$ cat src/rtl/interval_timer.sv
module interval_timer #(
  parameter int CNT_W  = 32,
  parameter int ADDR_W = 3
) (
  input  logic              clk,
  input  logic              rst_n,
  input  logic              tick_en,
  input  logic              wr_en,
  input  logic [ADDR_W-1:0] addr,
  input  logic [CNT_W-1:0]  wdata,
  output logic [CNT_W-1:0]  rdata,
  output logic              irq,
  output logic              tmr_out
);
  localparam logic [ADDR_W-1:0] A_CTRL = ADDR_W'(0);
  localparam logic [ADDR_W-1:0] A_CNT  = ADDR_W'(1);
  localparam logic [ADDR_W-1:0] A_LD   = ADDR_W'(2);
  localparam logic [ADDR_W-1:0] A_TRG  = ADDR_W'(3);
  localparam logic [ADDR_W-1:0] A_IE   = ADDR_W'(4);
  localparam logic [ADDR_W-1:0] A_STAT = ADDR_W'(5);

  logic [CNT_W-1:0] count_q, load_q;
  logic run_q, ar_q, oen_q, tgl_q, ie_q, flag_q, out_q;

  logic step, ovf;
  logic wr_ctrl, wr_cnt, wr_ld, wr_trg, wr_ie, wr_stat;

  assign wr_ctrl = wr_en && addr == A_CTRL;
  assign wr_cnt  = wr_en && addr == A_CNT;
  assign wr_ld   = wr_en && addr == A_LD;
  assign wr_trg  = wr_en && addr == A_TRG;
  assign wr_ie   = wr_en && addr == A_IE;
  assign wr_stat = wr_en && addr == A_STAT;

  assign step = run_q && tick_en;
  assign ovf  = step && (count_q == '1);

  always_ff @(posedge clk or negedge rst_n) begin
    if (!rst_n) begin
      count_q <= '0;
    end else if (wr_cnt) begin
      count_q <= wdata;
    end else if (wr_trg) begin
      count_q <= load_q;
    end else if (ovf) begin
      count_q <= ar_q ? load_q : '0;
    end else if (step) begin
      count_q <= count_q + 1'b1;
    end
  end

  always_ff @(posedge clk or negedge rst_n) begin
    if (!rst_n) begin
      run_q <= 1'b0;
      ar_q  <= 1'b0;
      oen_q <= 1'b0;
      tgl_q <= 1'b0;
    end else if (wr_ctrl) begin
      run_q <= wdata[0];
      ar_q  <= wdata[1];
      oen_q <= wdata[2];
      tgl_q <= wdata[3];
    end else if (ovf && !ar_q) begin
      run_q <= 1'b0;
    end
  end

  always_ff @(posedge clk or negedge rst_n) begin
    if (!rst_n) begin
      load_q <= '0;
      ie_q   <= 1'b0;
    end else begin
      if (wr_ld) load_q <= wdata;
      if (wr_ie) ie_q <= wdata[0];
    end
  end

  always_ff @(posedge clk or negedge rst_n) begin
    if (!rst_n)                flag_q <= 1'b0;
    else if (ovf)              flag_q <= 1'b1;
    else if (wr_stat && wdata[0]) flag_q <= 1'b0;
  end

  always_ff @(posedge clk or negedge rst_n) begin
    if (!rst_n)       out_q <= 1'b0;
    else if (!oen_q)  out_q <= 1'b0;
    else if (tgl_q)   out_q <= ovf ? ~out_q : out_q;
    else if (ovf)     out_q <= 1'b1;
    else if (tick_en) out_q <= 1'b0;
  end

  assign irq     = flag_q && ie_q;
  assign tmr_out = out_q;

  always_comb begin
    case (addr)
      A_CTRL:  rdata = {{(CNT_W-4){1'b0}}, tgl_q, oen_q, ar_q, run_q};
      A_CNT:   rdata = count_q;
      A_LD:    rdata = load_q;
      A_IE:    rdata = {{(CNT_W-1){1'b0}}, ie_q};
      A_STAT:  rdata = {{(CNT_W-1){1'b0}}, flag_q};
      default: rdata = '0;
    endcase
  end
endmodule

$ cat config.mk
export PLATFORM = sky130hd
export DESIGN_NAME = interval_timer
export DESIGN_NICKNAME = d
export VERILOG_FILES = /design/src/rtl/interval_timer.sv
export SDC_FILE = /design/constraint.sdc
export NUM_CORES = 1
export LEC_CHECK = 0
export CAP_MARGIN = 20
export CORE_MARGIN = 2
export CORE_UTILIZATION = 45
export DETAILED_ROUTE_END_ITERATION = 8
export MAX_ROUTING_LAYER = met4
export PLACE_DENSITY = 0.77
export SETUP_SLACK_MARGIN = 0.05
export SYNTH_ARGS = -nofsm -noshare
export SYNTH_HDL_FRONTEND = slang
export SYNTH_SLANG_ARGS = --single-unit
$ cat constraint.sdc
create_clock -name clk -period 2.3 [get_ports clk]
set_input_delay 0.46 -clock clk [delete_from_list [all_inputs] [get_ports clk]]
set_output_delay 0.46 -clock clk [all_outputs]
set_load 0.05 [all_outputs]
==> out/qor.txt, run 1 <==
Initial drt markers: 360
Vias in the first global route: 4751
Crit path max-delay cell type: dfrtp_1
DIE HEIGHT: 103.8 µm
Mapped Cells: 498
Worst path depth: 9
Worst slack, placed: -0.09037 ns
Synthesis-stage register bit count: 71
Hold/Removal Path Class: input pin to asynchronous set/reset pin
Ant. Diodes: 0
Asr flop ratio synth: 1.000
Netlist cell types: 60
Cts bufs inserted: 9
Largest net degree at the start of global routing: 72
Final hold vios: 0
Commonest non-fill, non-tap cell in the layout: buf_4
Crit start category: flip-flop
Final cell count without fillers: 766
Sink Count: 71
CP Max Fanout: 5
Clock share of power: 0.214
Reg2Reg Launch Point: count_q[0]
Slew Viols, Final: 0
Root buf cell: clkbuf_8
P&R area growth vs syn: 45.13%
Number of synthesized flops with an enable pin: 0
First-pass GRT wire length: 24.47 mm
Total Die Area: 10780 µm²
Cell Area, Synth: 4483 µm²
Critical path's top delay family: simple AND/OR/NAND/NOR gates
Initial antenna violation count: 0
Antenna Nets Post-Route: 0
Measured slew at the worst slew-check pin: 0.4971 ns
Core ar.: 9729 µm²
Crit. End Element: flip-flop
Core Util, Final: 0.6687
R2R setup slack: 0.13 ns
Ports: 73
Effective utilization at floorplan: 0.4608
Routed wire length: 14.82 mm
Placer congestion estimate: 0.9761
Vias: 4712
Synth warnings: 0
Post-DP HPWL: 10.80 mm
PortBufs: 72
Site Rows: 36
Static leakage: 2.652 nW
Final worst setup slack: 0.1304 ns
Cells after DPL: 747
Avg Inst Size Synth: 9.002 µm²
Crit path time final: 2.170 ns
Overall Global Routing Usage: 0.2889
Most frequent cells in the layout: buf_4 (74), dfrtp_1 (66), nand2_1 (65), clkdlybuf4s50_1 (36), buf_12 (36)
Avg WL per Cell: 19.34 µm
Most used DFF post-synth: dfrtp_1
P_int: 0.003162 W
Slew HR: 0.6676
Worst path max stage delay: 0.37 ns
Worst r2r dst: count_q[25]
Status: complete, no violations
Sequential area share after synthesis: 0.3963
Via/cell ratio: 6.151
Max cap viols: 0
Total number of H-tree levels: 3
Switching share of power: 0.3841
Most used cell, CP: buf_4
Setup Skew: 0.009826 ns
Power per cell area: 789.2 nW/µm²
NetSw: 0.001972 W
Combinational fraction of design power: 0.403
Share of power burned in registers: 0.383
Nets@finish: 668
Fmax: 460.9 MHz
Maximum VDD drop: 0.4525 mV
Fillers: 792
Gr ovfl total: 0
Clk slew on worst S/H paths: 0.08 ns
R2R depth: 9
RSZ-0062 raised after global routing: true
CP Buf/Inv Count: 2
DR DRC count: 0
# hold bufs at CTS: 0
WP data arrival: 2.39 ns
Critical path capture point: count_q[25]
Initial DRT Pass Iterations: 7
Critical-path cell list: ha_1 > and4_1 > nand4_1 > buf_4 > o41ai_4 > buf_4 > nor4_1 > a31oi_1 > nand3_1
CTS tree: done
Post-Syn Nets: 538
CP startpoint: count_q[0]
Share of cells above drive strength 1: 0.3207
# setup viols final: 0
Crit share post-route: 0.9433
Die width: 103.8 µm
Critical path class: flip-flop to flip-flop
Worst-skew pair later-pin latency: 0.35 ns
Maximum clock path buffer count: 2
WP data required: 2.52 ns
==> power groups by stage <==
stage / Combinational [W] / Clock (W) / Sequential (W)
after floorplan: 0.00117 / 0 / 0.00188
after global placement: 0.00196 / 0 / 0.00195
after detailed placement: 0.00202 / 0 / 0.00196
after CTS: 0.00204 / 0.00110 / 0.00195
after global routing: 0.00222 / 0.00115 / 0.00202
final: 0.00207 / 0.00110 / 0.00197
==> per-stage QoR <==
| step | area [µm²] | TNS [ns] | power, W | hold slack, ns |
|---|---|---|---|---|
| 2_1_floorplan | 4566 | 0 | 0.003058 | 0.1644 |
| 3_3_place_gp | 6245 | -0.8822 | 0.003912 | 0.4894 |
| 3_5_place_dp | 6245 | -1.854 | 0.003987 | 0.5044 |
| 4_1_cts | 6477 | 0 | 0.005081 | 0.1469 |
| 5_1_grt | 6506 | 0 | 0.005395 | 0.1588 |
| 6_report | 6506 | 0 | 0.005134 | 0.1302 |
==> cell usage after synthesis (11+ instances only) <==
| cell | number | area share |
|---|---|---|
| a22oi_1 | 32 | 0.054 |
| nor2_1 | 55 | 0.046 |
| nand4_1 | 13 | 0.018 |
| dfrtp_1 | 71 | 0.40 |
| mux2_1 | 17 | 0.043 |
| o21ai_0 | 14 | 0.016 |
| clkbuf_1 | 21 | 0.018 |
| a31oi_1 | 11 | 0.015 |
| a21oi_1 | 21 | 0.023 |
| nand3_1 | 24 | 0.027 |
| nand2_1 | 66 | 0.055 |
| mux2_2 | 19 | 0.048 |
==> worst min-delay path by stage <==
stage | from | to | slack, ns
2_1_floorplan | rst_n | ar_q | 0.16
3_3_place_gp | load_q[19] | count_q[19] | 0.49
3_5_place_dp | load_q[17] | count_q[17] | 0.50
4_1_cts | rst_n | tmr_out | 0.15
5_1_grt | rst_n | load_q[13] | 0.16
6_report | rst_n | load_q[13] | 0.13
==> worst reg2reg max path, cell delays in order, from the launching register on <==
cell and delay [ns]:
dfrtp_1 0.37, ha_1 0.23, and4_1 0.24, nand4_1 0.11
buf_4 0.18, o41ai_4 0.37, buf_4 0.23, nor4_1 0.06
a31oi_1 0.14, nand3_1 0.11
==> logic make-up (layout without fill, tap and decap cells) <==
family	after synthesis	after routing	share of synthesized area
and+or+nand+nor	206	206	0.2336
DFF	71	71	0.3963
xor gates and xnor gates	13	13	0.02540
adders and majority gates	1	1	0.002791
AOI/OAI and AO/OA	127	127	0.2010
buffers and inverters	39	174	0.03935
muxes	41	41	0.1016
==> sequential cells by signal, summed over array words and instances (netlist names) <==
name,count
load_q,32
ie_q,1
tgl_q,1
oen_q,1
ar_q,1
flag_q,1
run_q,1
tmr_out,1
count_q,32
==> layer usage <==
metal | part of all wire | global-route usage | vias to the layer above | wire length, µm
met5 | 0 | - | - | 0
li1 | - | - | 2125 | -
met4 | 0.022 | 0.1033 | 0 | 332
met2 | 0.48 | 0.4586 | 258 | 7152
met1 | 0.42 | 0.3786 | 2298 | 6170
met3 | 0.078 | 0.04154 | 31 | 1162
==> final cells by class <==
| class | instances | area (µm²) | share of cell area |
|---|---|---|---|
| clock buffers | 12 | 135.1 | 0.02077 |
| clock inverters | 4 | 70.07 | 0.01077 |
| inverters | 6 | 22.52 | 0.003462 |
| multi-input cells | 388 | 2643 | 0.4062 |
| flip-flops and latches | 71 | 1783 | 0.2740 |
| well taps | 133 | 166.4 | 0.02558 |
| repair buffers | 152 | 1687 | 0.2592 |
==> timing repair <==
item                                    in CTS  in global routing
resized for setup                            6                  8
cloned                                       0                  0
endpoints found under the setup margin      31                 12
pin swaps                                    1                  4
setup buffers                                2                  1
No activity file was read; power rests on OpenSTA's default activity.
==> inputs of run 2 (changes only) <==
--- a/constraint.sdc
+++ b/constraint.sdc
@@ -3,2 +3,2 @@
 set_output_delay 0.46 -clock clk [all_outputs]
-set_load 0.05 [all_outputs]
+set_load 0.02 [all_outputs]
==> run 2 against run 1 <==
  * Clock-buffer cell count down 2
  * Sequential share of layout area rose by 1.6 points
  * Utilization down 3.9 points
  * Critical path depth unchanged
  * Power down 6.6%
  * Clock power fell by 6%
  * Combinational power is 12% lower
  * Hold slack lost 0.013 ns
==> out/qor.txt, run 2 (synthesis gave the netlist of run 1 again) <==
Status: complete, no violations
Avg WL per Cell: 19.24 µm
Worst-skew pair later-pin latency: 0.36 ns
Area of the multi-input gates: 2565 µm²
Routed wire length: 15.07 mm
CTS tree: done
Root buf cell: clkbuf_8
P_int: 0.002972 W
P&R area growth vs syn: 36.70%
Slew Viols, Final: 0
DR DRC count: 0
Ports: 73
Nets@finish: 685
DIE HEIGHT: 103.8 µm
Placer congestion estimate: 0.9612
Commonest non-fill, non-tap cell in the layout: buf_4
Final hold vios: 0
Initial DRT Pass Iterations: 7
Share of cells above drive strength 1: 0.2862
Register area: 1780 µm²
Setup Skew: 0.009306 ns
Max cap viols: 0
Maximum VDD drop: 0.4440 mV
Largest registers: count_q (32), load_q (32)
Clock share of power: 0.215
# hold bufs at CTS: 0
Die width: 103.8 µm
Share of power burned in registers: 0.403
Post-DP HPWL: 10.46 mm
Initial antenna violation count: 0
Initial drt markers: 387
Cts bufs inserted: 9
WP data arrival: 2.45 ns
Placed cell areas: 5934 µm²
RSZ-0062 raised after global routing: true
Total Power: 0.004794 W
CP Max Fanout: 8
Effective utilization at floorplan: 0.4608
Core Util, Final: 0.6299
Final Cell Area: 6128 µm²
NetSw: 0.001822 W
First-pass GRT wire length: 25.04 mm
Overall Global Routing Usage: 0.2967
Power per cell area: 782.2 nW/µm²
Fillers: 851
Total Die Area: 10780 µm²
WP data required: 2.52 ns
Crit start category: flip-flop
Gr ovfl total: 0
Combinational fraction of design power: 0.382
Crit share post-route: 0.9661
Fmax: 450.0 MHz
Core ar.: 9729 µm²
Site Rows: 36
Crit path time final: 2.222 ns
Critical path class: flip-flop to flip-flop
Maximum clock path buffer count: 2
Measured slew at the worst slew-check pin: 0.4483 ns
Slew HR: 0.6974
Hold/Removal Path Class: input pin to asynchronous set/reset pin
Static leakage: 2.676 nW
Antenna Nets Post-Route: 0
Via/cell ratio: 6.059
Vias: 4744
# setup viols final: 0
Worst slack, placed: -0.5232 ns
PortBufs: 72
Final worst setup slack: 0.07799 ns
Sink Count: 71
Clk slew on worst S/H paths: 0.08 ns
Total number of H-tree levels: 3
Switching share of power: 0.3800
Largest net degree at the start of global routing: 72
Most frequent cells in the layout: buf_4 (87), dfrtp_1 (68), nand2_1 (66), nor2_1 (55), clkdlybuf4s50_1 (36)
Ant. Diodes: 0
Vias in the first global route: 4851
Crit. End Element: flip-flop
==> run 2: changes by cell type in the layout (fill, tap and decap cells not counted), sizes merged <==
cell | before | now
buf | 114 | 126
inv | 6 | 7
bufbuf | 0 | 1
bufinv | 2 | 1
dlygate4sd2 | 2 | 3
clkinv | 2 | 4
clkdlybuf4s15 | 0 | 1
==> run 2: routing by layer <==
metal  vias up  global-route usage  share of wire
met4         0              0.1042          0.023
met1      2294              0.3865           0.42
met5         -                   -              0
met3        38             0.04846          0.087
met2       264              0.4704           0.47
li1       2148                   -              -
==> run 2: power groups by stage <==
stage                     sequential (W)  combinational (W)  clock [W]
final                            0.00193            0.00183    0.00103
after detailed placement         0.00194            0.00180          0
after global routing             0.00198            0.00198    0.00109
after CTS                        0.00192            0.00182    0.00105
after floorplan                  0.00188            0.00102          0
after global placement           0.00192            0.00175          0
==> run 2: cell type report <==
cell class,count,share of cell area
Clock buffer,10,0.02246
Clock inverter,6,0.009596
Inverter,6,0.003675
Multi-Input combinational cell,388,0.4185
Sequential cell,71,0.2905
Tap cell,133,0.02715
Timing Repair Buffer,169,0.2281
==> run 2: what timing repair did <==
item | CTS | global route
setup buffers | 3 | 4
endpoints found under the setup margin | 36 | 50
gates cloned | 3 | 0
resized for setup | 103 | 35
pin swaps | 1 | 6
==> run 2: per-stage QoR <==
stage	instances	TNS (ns)	hold slack (ns)
floorplan	498	0	0.1644
global placement	757	-18.83	0.4869
detailed placement	757	-20.62	0.5050
CTS	779	0	0.1400
global route	783	-0.005247	0.1582
finish	783	0	0.1175
==> run 2: worst max-delay path: stages, from the launching register on <==
cell and delay (ns):
dfrtp_1 0.39, ha_1 0.24, and4_1 0.22, nand4_1 0.08, buf_4 0.15, nor4_4 0.06, a31o_4 0.28, buf_4 0.17
a222oi_1 0.35, o21ai_1 0.12
==> run 2: path summary, 6_finish.rpt <==
path                            start  cells past startpoint     endpoint  slack [ns]
setup / recovery           count_q[0]                      9   count_q[2]        0.08
hold / removal                  rst_n                      2   load_q[22]        0.12
setup reg to reg           count_q[0]                      9   count_q[2]        0.08
hold reg to reg            load_q[17]                      2  count_q[17]        0.52
max in group asynchronous       rst_n                      2   count_q[4]        1.85
min in group clk           load_q[17]                      2  count_q[17]        0.52
